File: src/rtl/usb_ls_tx_pkg.sv
// Shared types for the low-speed USB serializer.
// Assumes nothing beyond IEEE 1800-2017 enums.
package usb_ls_tx_pkg;

    typedef enum logic [2:0] {
        ST_IDLE,   // drivers off
        ST_PREP,   // J held, drivers still off
        ST_DATA,   // NRZI bits on the bus
        ST_SE0,    // end of packet, both lines low
        ST_EOPJ    // end of packet, final J
    } tx_state_t;

    localparam logic [7:0] SYNC_BYTE = 8'h80;

endpackage

File: src/rtl/usb_ls_bit_timer.sv
// Bit-period timer: divides the clock into bit slots of CLKS_PER_BIT
// cycles while run is high. tick marks the last cycle of each slot.
// Assumes run rises on the same edge the first slot begins.
module usb_ls_bit_timer #(
    parameter int CLKS_PER_BIT = 8
) (
    input  logic clk,
    input  logic rst_n,
    input  logic run,
    output logic tick
);
    localparam int CW = (CLKS_PER_BIT > 1) ? $clog2(CLKS_PER_BIT) : 1;
    localparam logic [CW-1:0] LAST = CW'(CLKS_PER_BIT - 1);

    logic [CW-1:0] cnt;

    // Count cycles inside a slot, restart at each slot and when idle.
    always_ff @(posedge clk) begin
        if (!rst_n || !run) begin
            cnt <= '0;
        end else if (cnt == LAST) begin
            cnt <= '0;
        end else begin
            cnt <= cnt + 1'b1;
        end
    end

    assign tick = run && (cnt == LAST);
endmodule

File: src/rtl/usb_ls_bit_source.sv
// Bit source with stuffing: holds the byte being sent and the run length
// of ones. It reports what the next symbol on the line must be (toggle or
// hold, or end of data). A step consumes that symbol. The caller keeps
// in_data valid until in_take pulses.
module usb_ls_bit_source #(
    parameter int MAX_BYTES = 12,
    parameter int STUFF_RUN = 6,
    localparam int LW = $clog2(MAX_BYTES + 1),
    localparam int OW = $clog2(STUFF_RUN + 1)
) (
    input  logic          clk,
    input  logic          rst_n,
    input  logic          load,
    input  logic [LW-1:0] len,
    input  logic          step,
    input  logic [7:0]    in_data,
    output logic          nxt_toggle,
    output logic          nxt_end,
    output logic          take
);
    import usb_ls_tx_pkg::*;

    localparam logic [OW-1:0] RUN_MAX = OW'(STUFF_RUN);

    logic [7:0]    sh;
    logic [2:0]    bit_idx;
    logic [LW-1:0] bytes_left;
    logic          have_bits;
    logic [OW-1:0] ones;
    logic          take_q;
    logic          stuff_due;

    assign stuff_due  = (ones == RUN_MAX);
    assign nxt_end    = !stuff_due && !have_bits;
    assign nxt_toggle = stuff_due || !sh[0];
    assign take       = take_q;

    // Advance shifter, byte count and ones run on each consumed symbol.
    always_ff @(posedge clk) begin
        if (!rst_n) begin
            sh         <= '0;
            bit_idx    <= '0;
            bytes_left <= '0;
            have_bits  <= 1'b0;
            ones       <= '0;
            take_q     <= 1'b0;
        end else begin
            take_q <= 1'b0;
            if (load) begin
                sh         <= SYNC_BYTE;
                bit_idx    <= '0;
                bytes_left <= len - 1'b1;
                have_bits  <= 1'b1;
                ones       <= '0;
            end else if (step) begin
                if (stuff_due) begin
                    ones <= '0;
                end else if (have_bits) begin
                    ones <= sh[0] ? ones + 1'b1 : '0;
                    if (bit_idx == 3'd7) begin
                        if (bytes_left != '0) begin
                            sh         <= in_data;
                            bytes_left <= bytes_left - 1'b1;
                            bit_idx    <= '0;
                            take_q     <= 1'b1;
                        end else begin
                            have_bits <= 1'b0;
                        end
                    end else begin
                        sh      <= {1'b0, sh[7:1]};
                        bit_idx <= bit_idx + 1'b1;
                    end
                end
            end
        end
    end
endmodule

File: src/rtl/usb_ls_tx_ctrl.sv
// Packet sequencer: accepts a start and walks the phases (preamble J,
// data bits, end of packet). It keeps the NRZI level, drives the pins and
// commits the pending address at release. It assumes tick comes from a
// timer that runs whenever the sequencer is not idle.
module usb_ls_tx_ctrl #(
    parameter int MAX_BYTES = 12,
    parameter int MIN_BYTES = 2,
    parameter int HS_BYTES  = 2,
    parameter int SE0_BITS  = 2,
    parameter int ADDR_W    = 7,
    localparam int LW = $clog2(MAX_BYTES + 1),
    localparam int EW = (SE0_BITS > 1) ? $clog2(SE0_BITS) : 1
) (
    input  logic              clk,
    input  logic              rst_n,
    input  logic              start,
    input  logic [LW-1:0]     len,
    input  logic              tick,
    input  logic              nxt_toggle,
    input  logic              nxt_end,
    input  logic [ADDR_W-1:0] addr_new,
    output logic              load,
    output logic              step,
    output logic              run,
    output logic              dp,
    output logic              dm,
    output logic              oe,
    output logic              busy,
    output logic              done,
    output logic [ADDR_W-1:0] dev_addr
);
    import usb_ls_tx_pkg::*;

    localparam logic [LW-1:0] LEN_MIN = LW'(MIN_BYTES);
    localparam logic [LW-1:0] LEN_MAX = LW'(MAX_BYTES);
    localparam logic [LW-1:0] LEN_HS  = LW'(HS_BYTES);
    localparam logic [EW-1:0] SE0_END = EW'(SE0_BITS - 1);

    tx_state_t         state;
    logic              lvl_k;
    logic              is_hs;
    logic [EW-1:0]     se0_cnt;
    logic              done_q;
    logic [ADDR_W-1:0] addr_q;
    logic              len_ok;

    assign len_ok = (len >= LEN_MIN) && (len <= LEN_MAX);
    assign load   = (state == ST_IDLE) && start && len_ok;
    assign step   = tick && ((state == ST_PREP) || (state == ST_DATA));
    assign run    = (state != ST_IDLE);
    assign busy   = run;

    // Pin levels follow the phase and the NRZI level.
    always_comb begin
        oe = (state == ST_DATA) || (state == ST_SE0) || (state == ST_EOPJ);
        dp = (state == ST_DATA) && lvl_k;
        dm = (state == ST_PREP) || (state == ST_EOPJ) || ((state == ST_DATA) && !lvl_k);
    end

    // Phase sequencing and NRZI level update on slot boundaries.
    always_ff @(posedge clk) begin
        if (!rst_n) begin
            state   <= ST_IDLE;
            lvl_k   <= 1'b0;
            is_hs   <= 1'b0;
            se0_cnt <= '0;
        end else begin
            unique case (state)
                ST_IDLE: if (load) begin
                    state <= ST_PREP;
                    lvl_k <= 1'b0;
                    is_hs <= (len == LEN_HS);
                end
                ST_PREP: if (tick) begin
                    state <= ST_DATA;
                    lvl_k <= lvl_k ^ nxt_toggle;
                end
                ST_DATA: if (tick) begin
                    if (nxt_end) begin
                        state   <= ST_SE0;
                        se0_cnt <= '0;
                    end else begin
                        lvl_k <= lvl_k ^ nxt_toggle;
                    end
                end
                ST_SE0: if (tick) begin
                    if (se0_cnt == SE0_END) begin
                        state <= ST_EOPJ;
                    end else begin
                        se0_cnt <= se0_cnt + 1'b1;
                    end
                end
                ST_EOPJ: if (tick) begin
                    state <= ST_IDLE;
                end
                default: state <= ST_IDLE;
            endcase
        end
    end

    // Release pulse and address commit for data packets only.
    always_ff @(posedge clk) begin
        if (!rst_n) begin
            done_q <= 1'b0;
            addr_q <= '0;
        end else begin
            done_q <= (state == ST_EOPJ) && tick;
            if ((state == ST_EOPJ) && tick && !is_hs) begin
                addr_q <= addr_new;
            end
        end
    end

    assign done     = done_q;
    assign dev_addr = addr_q;
endmodule

File: src/rtl/usb_ls_tx.sv
// Top of the low-speed USB serializer. It joins the bit timer, the bit
// source with stuffing and the packet sequencer. It assumes pkt_len and
// the first payload byte are valid when start is high.
module usb_ls_tx #(
    parameter int CLKS_PER_BIT = 8,
    parameter int MAX_BYTES    = 12,
    parameter int MIN_BYTES    = 2,
    parameter int HS_BYTES     = 2,
    parameter int STUFF_RUN    = 6,
    parameter int SE0_BITS     = 2,
    parameter int ADDR_W       = 7
) (
    input  logic                             clk,
    input  logic                             rst_n,
    input  logic                             start,
    input  logic [$clog2(MAX_BYTES + 1)-1:0] pkt_len,
    input  logic [7:0]                       in_data,
    output logic                             in_take,
    input  logic [ADDR_W-1:0]                addr_new,
    output logic [ADDR_W-1:0]                dev_addr,
    output logic                             dp,
    output logic                             dm,
    output logic                             oe,
    output logic                             busy,
    output logic                             done
);
    logic run;
    logic tick;
    logic load;
    logic step;
    logic nxt_toggle;
    logic nxt_end;

    usb_ls_bit_timer #(
        .CLKS_PER_BIT(CLKS_PER_BIT)
    ) timer_i (
        .clk  (clk),
        .rst_n(rst_n),
        .run  (run),
        .tick (tick)
    );

    usb_ls_bit_source #(
        .MAX_BYTES(MAX_BYTES),
        .STUFF_RUN(STUFF_RUN)
    ) source_i (
        .clk       (clk),
        .rst_n     (rst_n),
        .load      (load),
        .len       (pkt_len),
        .step      (step),
        .in_data   (in_data),
        .nxt_toggle(nxt_toggle),
        .nxt_end   (nxt_end),
        .take      (in_take)
    );

    usb_ls_tx_ctrl #(
        .MAX_BYTES(MAX_BYTES),
        .MIN_BYTES(MIN_BYTES),
        .HS_BYTES (HS_BYTES),
        .SE0_BITS (SE0_BITS),
        .ADDR_W   (ADDR_W)
    ) ctrl_i (
        .clk       (clk),
        .rst_n     (rst_n),
        .start     (start),
        .len       (pkt_len),
        .tick      (tick),
        .nxt_toggle(nxt_toggle),
        .nxt_end   (nxt_end),
        .addr_new  (addr_new),
        .load      (load),
        .step      (step),
        .run       (run),
        .dp        (dp),
        .dm        (dm),
        .oe        (oe),
        .busy      (busy),
        .done      (done),
        .dev_addr  (dev_addr)
    );
endmodule

File: config.mk
export PLATFORM = sky130hd
export DESIGN_NAME = usb_ls_tx
export DESIGN_NICKNAME = d
export VERILOG_FILES = /design/src/rtl/usb_ls_tx_pkg.sv /design/src/rtl/usb_ls_bit_timer.sv /design/src/rtl/usb_ls_bit_source.sv /design/src/rtl/usb_ls_tx_ctrl.sv /design/src/rtl/usb_ls_tx.sv
export SDC_FILE = /design/constraint.sdc
export NUM_CORES = 1
export LEC_CHECK = 0
export ABC_AREA = 1
export BUFFER_PORTS_ARGS = -buffer_cell sky130_fd_sc_hd__buf_2
export CORE_ASPECT_RATIO = 0.7
export CORE_UTILIZATION = 45
export CTS_CLUSTER_SIZE = 20
export DETAILED_ROUTE_END_ITERATION = 7
export PLACE_DENSITY = 0.67
export SYNTH_ARGS = -nofsm -noshare
export SYNTH_HDL_FRONTEND = slang
export SYNTH_SLANG_ARGS = --single-unit
File: constraint.sdc
create_clock -name clk -period 3 [get_ports clk]
set_input_delay 0.75 -clock clk [delete_from_list [all_inputs] [get_ports clk]]
set_output_delay 0.75 -clock clk [all_outputs]
set_load 0.1 [all_outputs]
# Yosys cells after proc, flatten, opt, wreduce, memory -nomap -nowiden
# Index checks and enable logic that the tools add are counted.
# op_classes
addsub,6
order_cmp,2
n_eq_ne,19
mux,41
bitwise,6
reduce_logical,46
# ops
operator,n
2-to-1 mux 8 bit,6
2-to-1 mux 3 bit,12
2-to-1 mux 4 bit,6
!= test 2 x 1 -> 1 bit (second input constant),8
case mux 3 bit (5 select lines),1
2-to-1 mux 1 bit,14
== test 3 bit (second input constant),4
AND reduction 4 bit,3
nonzero test 2 bit,6
logical AND 1 bit,10
AND reduction 5 bit,2
adder 3 x 1 -> 3 bit (second input constant),3
subtractor 4 x 1 -> 4 bit (second input constant),2
logical NOT 1 bit,7
logical OR 1 bit,7
AND reduction 7 bit,1
== test 3 x 2 -> 1 bit (second input constant),2
AND reduction 2 bit,3
nonzero test 3 bit,2
OR reduction 6 bit,1
inverter 1 bit,5
== test 4 x 2 -> 1 bit (second input constant),1
greater-or-equal comparator 4 x 2 -> 1 bit (second input constant),1
less-or-equal comparator 4 bit (second input constant),1
10 further kinds,12
# word_totals
register_bits,37
output_inout_bits,13
word_cells,134

# Longest topological paths before layout
# Gate-level depths: netlist of run 1.
# logic_depth
ltp_word,7
mapped_depth,12

# Modules after synthesis
# A second synthesis of run 1 with hierarchy kept.
# hier_totals
cells_unflattened,293
area_unflattened_um2,2048.2
# modules_own_cells
mod,instances,cells_per_inst,area_each_um2
usb_ls_bit_source,1,172,1186.1
usb_ls_tx_ctrl,1,107,737.0
usb_ls_bit_timer,1,14,125.1

# Least setup slack after synthesis of run 1
# No wires, ideal clock.
# synth_path
path_kind,reg-to-output
start,register ctrl_i.state[0]
end,output dm
arrival_time_ns,2.107
slack_ns,0.143
stages_incl_launch_ff,5
path_cell_list,dfxtp_1 > buf_4 > nor2_8 > nand2_2 > o211ai_1
# synth_between
elab_chain_len,3
# synth_lines
element,line_no,source
start: declaration,usb_ls_tx_ctrl.sv:39,tx_state_t state;
start signal: assignment,usb_ls_tx_ctrl.sv:63,state <= ST_IDLE;
start signal: assignment,usb_ls_tx_ctrl.sv:70,state <= ST_PREP;
start signal: assignment,usb_ls_tx_ctrl.sv:75,state <= ST_DATA;
"== test 3 x 1 -> 1 bit, or another cell as far along",usb_ls_tx_ctrl.sv:57,dm = (state == ST_PREP) || (state == ST_EOPJ) || ((state == ST_DATA) && !lvl_k);
logical OR 1 bit / logical AND 1 bit (equally long branches),usb_ls_tx_ctrl.sv:57,
logical OR 1 bit *,usb_ls_tx_ctrl.sv:57,
end: declaration,usb_ls_tx.sv:22,"output logic dm,"
# Every way passes the cells marked *; elsewhere a longest branch is shown, timed or not.

# Final worst setup path of run 1
# layout_path
start,register ctrl_i.state[2]
end,output dm
# Same word-level chain as after synthesis.

==> results of run 1 <==
## sequential cells by signal, summed over array words and instances, names as in the netlist
| signal | cells |
|---|---|
| ctrl_i.lvl_k | 1 |
| source_i.bit_idx | 3 |
| timer_i.cnt | 3 |
| source_i.bytes_left | 4 |
| ctrl_i.se0_cnt | 1 |
| ctrl_i.done | 1 |
| source_i.have_bits | 1 |
| ctrl_i.is_hs | 1 |
| source_i.ones | 3 |
| source_i.sh | 8 |
| ctrl_i.state | 3 |
| source_i.take | 1 |
| ctrl_i.dev_addr | 7 |
## power by group
part	switching [uW]	internal, uW
Clock	174	161
Combinational	508	193
Sequential	53.9	543
## layer usage
| layer | vias to the layer above | share of wire, % |
|---|---|---|
| met5 | - | 0 |
| li1 | 905 | - |
| met4 | 0 | 1.8 |
| met2 | 29 | 40 |
| met1 | 731 | 53 |
| met3 | 8 | 4.5 |
## final timing paths
kind | slack [ns] | to | startpoint
hold / removal | 0.42 | timer_i.cnt[0] | timer_i.cnt[0]
hold reg to reg | 0.42 | timer_i.cnt[0] | timer_i.cnt[0]
setup / recovery | 0.48 | dm | ctrl_i.state[2]
setup reg to reg | 1.05 | source_i.have_bits | source_i.bit_idx[0]
## critical path, cell delays in order, from the launching register on
cell	delay, ns
dfxtp_1	0.48
inv_2	0.12
nor3_2	0.21
inv_1	0.12
o211ai_1	0.09
buf_2	0.45
## synth_stat cells, types with 7 or more instances
cell type	number
dfxtp_1	37
nor2_1	23
a21oi_1	24
nand2_1	32
inv_1	32
ha_1	7
o21ai_0	25
mux2i_1	7
nand3_1	18
## area by class of cell
type | count | area [sq um]
Clock buffer | 6 | 72.6
Clock inverter | 2 | 10.0
Fill cell | 400 | 1810
Inverter | 36 | 135
Multi-Input combinational cell | 173 | 1010
Sequential cell | 37 | 741
Tap cell | 52 | 65.1
Timing Repair Buffer | 35 | 178
## logic make-up (layout without fill, tap and decap cells)
| logic type | count (synthesis) | in the layout | share of synthesized area [%] |
|---|---|---|---|
| flops | 37 | 37 | 38.2 |
| xor+xnor | 1 | 1 | 0.452 |
| buf+inv | 44 | 79 | 9.63 |
| simple gates | 100 | 100 | 27.1 |
| compound gates | 58 | 58 | 16.4 |
| fa+ha+maj | 7 | 7 | 4.52 |
| mux | 7 | 7 | 3.62 |
## stage by stage
step / hold WS [ns] / setup slack, ns / cells
4_1_cts: 0.427 / 0.484 / 341
3_3_place_gp: 0.411 / 0.816 / 333
2_1_floorplan: 0.399 / 0.143 / 254
5_1_grt: 0.448 / 0.409 / 341
3_5_place_dp: 0.417 / 0.780 / 333
6_report: 0.425 / 0.479 / 341
==> summary.md, run 1 <==
| Metric | Value |
|---|---|
| Peak VDD IR | 850 uV |
| First DRT Iteration DRCs | 97 |
| Worst Setup End Kind | primary output |
| Placeable Area | 4020 sq um |
| Post-synthesis instance total | 254 |
| Syn Nets | 283 |
| Share of layout cells above drive strength 1 | 23.2% |
| Post-synth cell types | 31 |
| Post-cts sizing count | 0 |
| Worst-Skew Late Latency | 0.29 ns |
| Post-CTS Hold Buffers | 0 |
| Async S/R FF share, synth | 0% |
| DRC viols | 0 |
| Hold Crit Depth | 1 |
| Slew margin rel. | 64.9% |
| CTS H-tree depth | 2 |
| Max cap viols | 0 |
| Final period utilization | 84.0% |
| Post-CTS Setup Bufs | 0 |
| Antenna violations before repair | 0 |
| Routed vias/inst | 4.91 |
| Final Max Tran Viols | 0 |
| Synth top area cells | dfxtp_1 (38%), o21ai_0 (6.5%), a21oi_1 (6.2%), inv_1 (6.2%), nand2_1 (6.2%) |
| Clock skew | 0.00577 ns |
| Grt met3 use | 5.85% |
| I/O pin total | 35 |
| Grt peak-use layer | met2 |
| Setup TNS | 0 ns |
| CP Class | flip-flop to primary output |
| Slew of the pin with the lowest slew margin | 0.526 ns |
| Root buf cell | clkbuf_8 |
| Synth Area per Inst | 7.63 sq um |
| Outcome | completed |
| Final #Nets | 317 |
| Most frequent cells in the layout | dfxtp_1 (37), buf_2 (34), nand2_1 (32), inv_1 (32), o21ai_0 (25) |
| CTS tree | yes |
| R2R cell count | 10 |
| Die ar. | 4570 sq um |
| Port Buf Inserts | 34 |
| Setup-failing EPs final | 0 |
| Die height | 56.9 um |
| Clock Tree Buf Depth | 2 |
| Startpoint types | flip-flop |
| Reg clk slew, reported paths | 0.07 ns |
| Lkg Pwr | 0.00101 uW |
| Fmax achieved | 397 MHz |
| Tot Pwr | 1630 uW |
| Initial Util | 48.2% |
| # clock sinks | 37 |
| Area share of the largest cell type after synthesis | 38.2% |
| TritonRoute pass-1 iters | 4 |
| Core Util, Final | 55.0% |
| Die width | 80.4 um |
| Tot GR Track Use | 20.4% |
| Unrepaired setup endpoints after global routing | false |
| Synth area leader | dfxtp_1 |
| Ys flop type | dfxtp_1 |
| Overflow after GRT | 0 |
| Final Hold Fails | 0 |
| Largest net degree at the start of global routing | 19 |
| Vias post-DR | 1673 |
| Post-route design area | 2210 sq um |
| Yosys warnings | 0 |
| Post-DP Area | 2130 sq um |
| Arr. time, crit path | 1.77 ns |
| Number of synthesized flops with an enable pin | 0 |
| Global Route met1 Usage | 28.6% |
| Pwr Density | 738 nW/um^2 |
| Synthesized cell area | 1940 sq um |
| Seq/Total Area, Yosys | 38.2% |
| Final WL | 3980 um |
| Antenna Violating Nets Remaining | 0 |
| Post-DP HPWL | 2970 um |
| Most common cell after layout, fill and taps aside | dfxtp_1 |
| CP Max Fanout | 6 |
| Hold Crit Class | flip-flop to flip-flop |
| Number of global-route vias before repair | 1560 |
| Antenna cells | 0 |
| Layout area overhead | 14.1% |
| Cts bufs inserted | 5 |
| Met2 usage | 28.8% |
| Worst Path Required | 2.25 ns |
| First-pass GRT wire length | 7070 um |
| Drt wl/cell | 11.7 um |
| # rows | 19 |
| Period minus WS final | 2.52 ns |
| GPL Wtd Cong | 0.833 |
| Yosys reg bits | 37 |
No activity file was read; power rests on OpenSTA's default activity.
==> run 2, diff against run 1 <==
Settings changed: PLACE_DENSITY 0.67 to 0.69.
Clock period 3 ns to 2.1 ns, I/O delays scaled along.
==> run 2 against run 1 <==
Against the previous run:
- register-to-register slack got worse by 0.78 ns
- hold slack got worse by 0.0020 ns
- clock skew increased by 0.00092 ns
- clock-buffer cell count unchanged
- largest power group unchanged
- highest routed layer unchanged
==> summary.md, run 2 (synthesis gave the netlist of run 1 again) <==
| Metric | Value |
|---|---|
| Outcome | completed |
| Share of layout cells above drive strength 1 | 24.7% (+1.5 points) |
| Most common cell after layout, fill and taps aside | dfxtp_1 |
| CP Max Fanout | 8 (+2) |
| NetSw | 1080 uW (+46%) |
| Vias post-DR | 1700 (+1.6%) |
| Sink of the worst hold path | timer_i.cnt[0] |
| Routed vias/inst | 4.94 (+0.73%) |
| Arr. time, crit path | 1.47 ns (-0.30 ns) |
| Fmax achieved | 500 MHz |
| DRC viols | 0 (unchanged) |
| Final Hold Fails | 0 (unchanged) |
| Most frequent cells in the layout | dfxtp_1 (35), nand2_1 (32), inv_1 (32) |
| Die width | 80.4 um (unchanged) |
| Die height | 56.9 um (unchanged) |
| Clock share of power | 20.0% (-0.5 points) |
| Setup TNS | 0 ns (unchanged) |
| Power Internal | 1370 uW (+53%) |
| Antenna cells | 0 (unchanged) |
| Placeable Area | 4020 sq um (unchanged) |
| RR Endpoint | source_i.sh[1] |
| Core Util, Final | 56.7% (+1.7 points) |
| # rows | 19 (unchanged) |
| Hold Crit Class | flip-flop to flip-flop |
| Worst Slack Setup Final | 0.100 ns (-0.378 ns) |
| R2R cell count | 8 (-2) |
| Setup-failing EPs final | 0 (unchanged) |
| Post-cts sizing count | 1 (+1) |
| CP Class | flip-flop to primary output |
| Antenna violations before repair | 0 (unchanged) |
| Combinational group share of total power | 45.1% (+2.2 points) |
| Reg clk slew, reported paths | 0.07 ns (about the same) |
| Placed cell count | 336 (+0.90%) |
| Pre-CTS WS | 0.118 ns (-0.663 ns) |
| Worst Path Required | 1.57 ns (-0.68 ns) |
| Final #Nets | 320 (+0.95%) |
| Slew of the pin with the lowest slew margin | 0.497 ns (-0.0282 ns) |
| Post-CTS Hold Buffers | 0 (unchanged) |
| Slew margin rel. | 67.1% (+2.1 points) |
| Post-CTS Setup Bufs | 0 (unchanged) |
| Tot GR Track Use | 19.6% (-0.77 points) |
| Fin cells | 344 (+0.88%) |
| Post-DP HPWL | 2980 um (+0.23%) |
| Worst Min Path Start | timer_i.cnt[0] |
| Hold slack | 0.423 ns (-0.00201 ns) |
| TritonRoute pass-1 iters | 4 (unchanged) |
| Total stage count of the critical path | 3 (-2) |
| Delay-heaviest family, CP | flip-flops |
| Final WL | 3960 um (-0.55%) |
| FILL cells | 368 (-8.0%) |
| Max reg flops | 8 (unchanged) |
| Die ar. | 4570 sq um (unchanged) |
| Startpoint types | flip-flop |
| CP max stage delay | 0.53 ns (+0.05 ns) |
| CP Cell Sequence | nand2_2 -> o211ai_1 -> buf_12 |
| Initial Util | 48.2% (unchanged) |
| Clock Tree Buf Depth | 2 (unchanged) |
| Reg power frac | 35.0% (-1.5 points) |
| Worst-Skew Late Latency | 0.29 ns (about the same) |
| First DRT Iteration DRCs | 60 (-38%) |
| Overflow after GRT | 0 (unchanged) |
| Antenna Violating Nets Remaining | 0 (unchanged) |
| Worst R2R Start | timer_i.cnt[0] |
| Most flops, register | source_i.sh |
| FF-to-FF setup slack | 0.27 ns (-0.78 ns) |
| First-pass GRT wire length | 6770 um (-4.2%) |
| Crit path buf inv count | 1 (-2) |
| Worst Setup End Kind | primary output |
| CTS H-tree depth | 2 (unchanged) |
| Pwr Density | 1070 nW/um^2 (+46%) |
| Largest net degree at the start of global routing | 18 (-1) |
| CTS tree | yes |
| Root buf cell | clkbuf_8 |
| Layout area overhead | 17.6% |
| Hold Crit Depth | 1 (unchanged) |
| I/O pin total | 35 (unchanged) |
| Port Buf Inserts | 34 (unchanged) |
| Period minus WS final | 2.00 ns |
| Final Max Tran Viols | 0 (unchanged) |
| Final period utilization | 95.2% |
| Net Sw Frac | 44.0% (-1.0 points) |
| Slowest-stage cell, CP | dfxtp_1 |
| Number of global-route vias before repair | 1552 (-0.51%) |
| Max cap viols | 0 (unchanged) |
| Area of the multi-input gates | 1020 sq um (+0.62%) |
| Clock skew | 0.00669 ns (+0.000922 ns) |
| Drt wl/cell | 11.5 um (-1.4%) |
| Flip-flop and latch area | 743 sq um (+0.34%) |
| # clock sinks | 37 (unchanged) |
| Cts bufs inserted | 5 (unchanged) |
| Lkg Pwr | 0.00103 uW (+2.0%) |
| Peak VDD IR | 1580 uV (+86%) |
| Unrepaired setup endpoints after global routing | true |
| GPL Wtd Cong | 0.865 (+3.8%) |
## run 2: cell count changes in the layout (fill, tap and decap cells not counted), sizes merged
cell    previous run  this run
buf               35        36
clkbuf             6         8
## run 2: how the worst max path moves through the flow
stage                          startpoint                     end  slack [ns]
after global routing      ctrl_i.state[1]                      dm       -0.02
after global placement         pkt_len[3]            ctrl_i.is_hs        0.18
final                     ctrl_i.state[1]                      dm        0.10
after detailed placement       pkt_len[1]  source_i.bytes_left[2]        0.12
after floorplan           ctrl_i.state[0]                      dm       -0.53
after CTS                 ctrl_i.state[0]                      dm        0.05
## run 2: area by class of cell
cell class                 instances  area share (%)
multi-input combinational        173            44.6
tap                               52            2.86
timing repair buffer              38            10.3
inverter                          36            5.93
sequential                        37            32.6
clock buffer                       6            3.19
clock inverter                     2           0.440
## run 2: power groups by stage
stage	sequential [uW]	clock, uW	combinational, uW
floorplan	824	0	885
global placement	862	0	1090
detailed placement	864	0	1090
CTS	851	495	1100
global route	868	533	1200
finish	855	489	1100
## run 2: through the flow
step / area [sq um] / power, uW
after floorplan: 1940 / 1710
after global placement: 2180 / 1950
after detailed placement: 2180 / 1960
after CTS: 2260 / 2440
after global routing: 2280 / 2610
final: 2280 / 2450
## run 2: metal layers
layer / share of wire, % / global-route usage [%]
met1: 51 / 27.1
met2: 40 / 28.3
met3: 7.1 / 6.34
met4: 1.4 / 6.89
met5: 0 / 0
==> run 3, diff against run 2 <==
Settings changed: CTS_BUF_LIST set to sky130_fd_sc_hd__clkbuf_4 sky130_fd_sc_hd__clkbuf_8, CTS_CLUSTER_SIZE 20 to unset.
==> run 3 against run 2 <==
Against the previous run:
- sequential power about the same
- cell area rose by 0.17%
- core utilization up 0.093 points
- maximum frequency rose by 0.33%
- critical path depth unchanged
- flip-flop and latch count unchanged
- first-iteration DRC count shrank 17%
- hold slack barely moved
- routed wire length decreased by 1.2%
- register-to-register slack improved by 0.02 ns
- via count down 0.18%
- critical endpoint unchanged
- highest routed layer unchanged
==> summary.md, run 3 (synthesis gave the netlist of run 1 again) <==
| Metric | Value |
|---|---|
| # clock sinks | 37 (unchanged) |
| DRC viols | 0 (unchanged) |
| Final period utilization | 94.9% (-0.31 points) |
| Setup TNS | 0 ns (unchanged) |
| FF-to-FF setup slack | 0.29 ns (+0.02 ns) |
| Routed vias/inst | 4.93 (-0.18%) |
| Unrepaired setup endpoints after global routing | true |
| Slew margin rel. | 67.1% (+0.074 points) |
| Cts bufs inserted | 5 (unchanged) |
| Worst setup path start | ctrl_i.state[1] |
| Layout area overhead | 17.8% |
| Final Max Tran Viols | 0 (unchanged) |
| Startpoint types | flip-flop |
| TritonRoute pass-1 iters | 4 (unchanged) |
| Peak VDD IR | 1580 uV (-0.14%) |
| Overflow after GRT | 0 (unchanged) |
| CP Cell Sequence | nand2_2 -> o211ai_1 -> buf_12 |
| Port Buf Inserts | 34 (unchanged) |
| I/O pin total | 35 (unchanged) |
| Worst-Skew Late Latency | 0.29 ns (about the same) |
| CTS tree | yes |
| Clock skew | 0.00620 ns (-0.000490 ns) |
| Tot GR Track Use | 19.6% (-0.034 points) |
| Antenna cells | 0 (unchanged) |
| Antenna Violating Nets Remaining | 0 (unchanged) |
| Hold slack | 0.423 ns (+0.0000210 ns) |
| Clock Tree Buf Depth | 2 (unchanged) |
| First-pass GRT wire length | 6760 um (-0.19%) |
| Die width | 80.4 um (unchanged) |
| GPL Wtd Cong | 0.865 (unchanged) |
| Max reg flops | 8 (unchanged) |
| Die ar. | 4570 sq um (unchanged) |
| RR Endpoint | source_i.sh[1] |
| Delay-heaviest family, CP | flip-flops |
| CTS H-tree depth | 2 (unchanged) |
| Tot Pwr | 2450 uW (+0.25%) |
| Drt wl/cell | 11.4 um (-1.2%) |
| Worst Min Path Start | timer_i.cnt[0] |
| Vias post-DR | 1697 (-0.18%) |
| Worst R2R Start | timer_i.cnt[0] |
| Most flops, register | source_i.sh |
| CP max stage delay | 0.53 ns (about the same) |
| Lkg Pwr | 0.00104 uW (+0.33%) |
| R2R cell count | 8 (unchanged) |
| Final WL | 3910 um (-1.2%) |
| Number of global-route vias before repair | 1553 (+0.064%) |
| Hold Crit Class | flip-flop to flip-flop |
| CP Class | flip-flop to primary output |
| Post-CTS Setup Bufs | 0 (unchanged) |
| Die height | 56.9 um (unchanged) |
| Final #Nets | 320 (unchanged) |
| Max cap viols | 0 (unchanged) |
| Largest net degree at the start of global routing | 18 (unchanged) |
| Arr. time, crit path | 1.47 ns (about the same) |
| Placeable Area | 4020 sq um (unchanged) |
| Reg clk slew, reported paths | 0.07 ns (about the same) |
| Hold Crit Depth | 1 (unchanged) |
| Share of layout cells above drive strength 1 | 25.0% (+0.34 points) |
| Antenna violations before repair | 0 (unchanged) |
| First DRT Iteration DRCs | 50 (-17%) |
| Post-DP HPWL | 2980 um (unchanged) |
| Crit path buf inv count | 1 (unchanged) |
| Period minus WS final | 1.99 ns (-0.00654 ns) |
| Sink of the worst hold path | timer_i.cnt[0] |
| Setup-failing EPs final | 0 (unchanged) |
| Most frequent cells in the layout | dfxtp_1 (35), nand2_1 (32), inv_1 (32) |
| # rows | 19 (unchanged) |
| Initial Util | 48.2% (unchanged) |
| Pwr Density | 1080 nW/um^2 (about the same) |
| Outcome | completed |
| Worst Path Required | 1.57 ns (about the same) |
| Slew of the pin with the lowest slew margin | 0.496 ns (-0.00112 ns) |
| Worst Setup End Kind | primary output |
| Slowest-stage cell, CP | dfxtp_1 |
| Final Hold Fails | 0 (unchanged) |
| CP Max Fanout | 8 (unchanged) |
| Fmax achieved | 502 MHz (+0.33%) |
| Core Util, Final | 56.8% (+0.093 points) |
| Most common cell after layout, fill and taps aside | dfxtp_1 |
| Root buf cell | clkbuf_8 |
run 3: where the power goes:
group          internal (uW)  switching [uW]  total, uW
logic                    362             739       1100
registers                778            78.2        856
clock network            243             254        497
run 3: routing by layer:
layer	track usage, %	wire length (um)	up-vias
li1	-	-	907
met3	6.34	283	8
met2	28.3	1560	47
met5	0	0	-
met1	27.0	2010	735
met4	6.89	61	0
run 3: area by class of cell:
cell class	instances	area [sq um]
well taps	52	65.1
multi-input cells	173	1020
inverters	36	135
fillers	366	1740
clock buffers	6	76.3
flip-flops and latches	37	743
repair buffers	38	235
clock inverters	2	10.0
run 3: how the worst max path moves through the flow:
stage,to,depth (start not counted)
after CTS,dm,4
after floorplan,dm,4
final,dm,3
after detailed placement,source_i.bytes_left[2],11
after global routing,dm,3
after global placement,ctrl_i.is_hs,8
run 3: timing repair:
action	CTS	global route
gates resized for setup	1	4
endpoints found under the setup margin	1	3
hold buffers	0	0
run 3: stage by stage:
stage	setup WS, ns	instances	cell area [sq um]
after floorplan	-0.532	254	1940
after global placement	0.177	336	2180
after detailed placement	0.118	336	2180
after CTS	0.0459	344	2270
after global routing	-0.0161	344	2280
final	0.107	344	2280
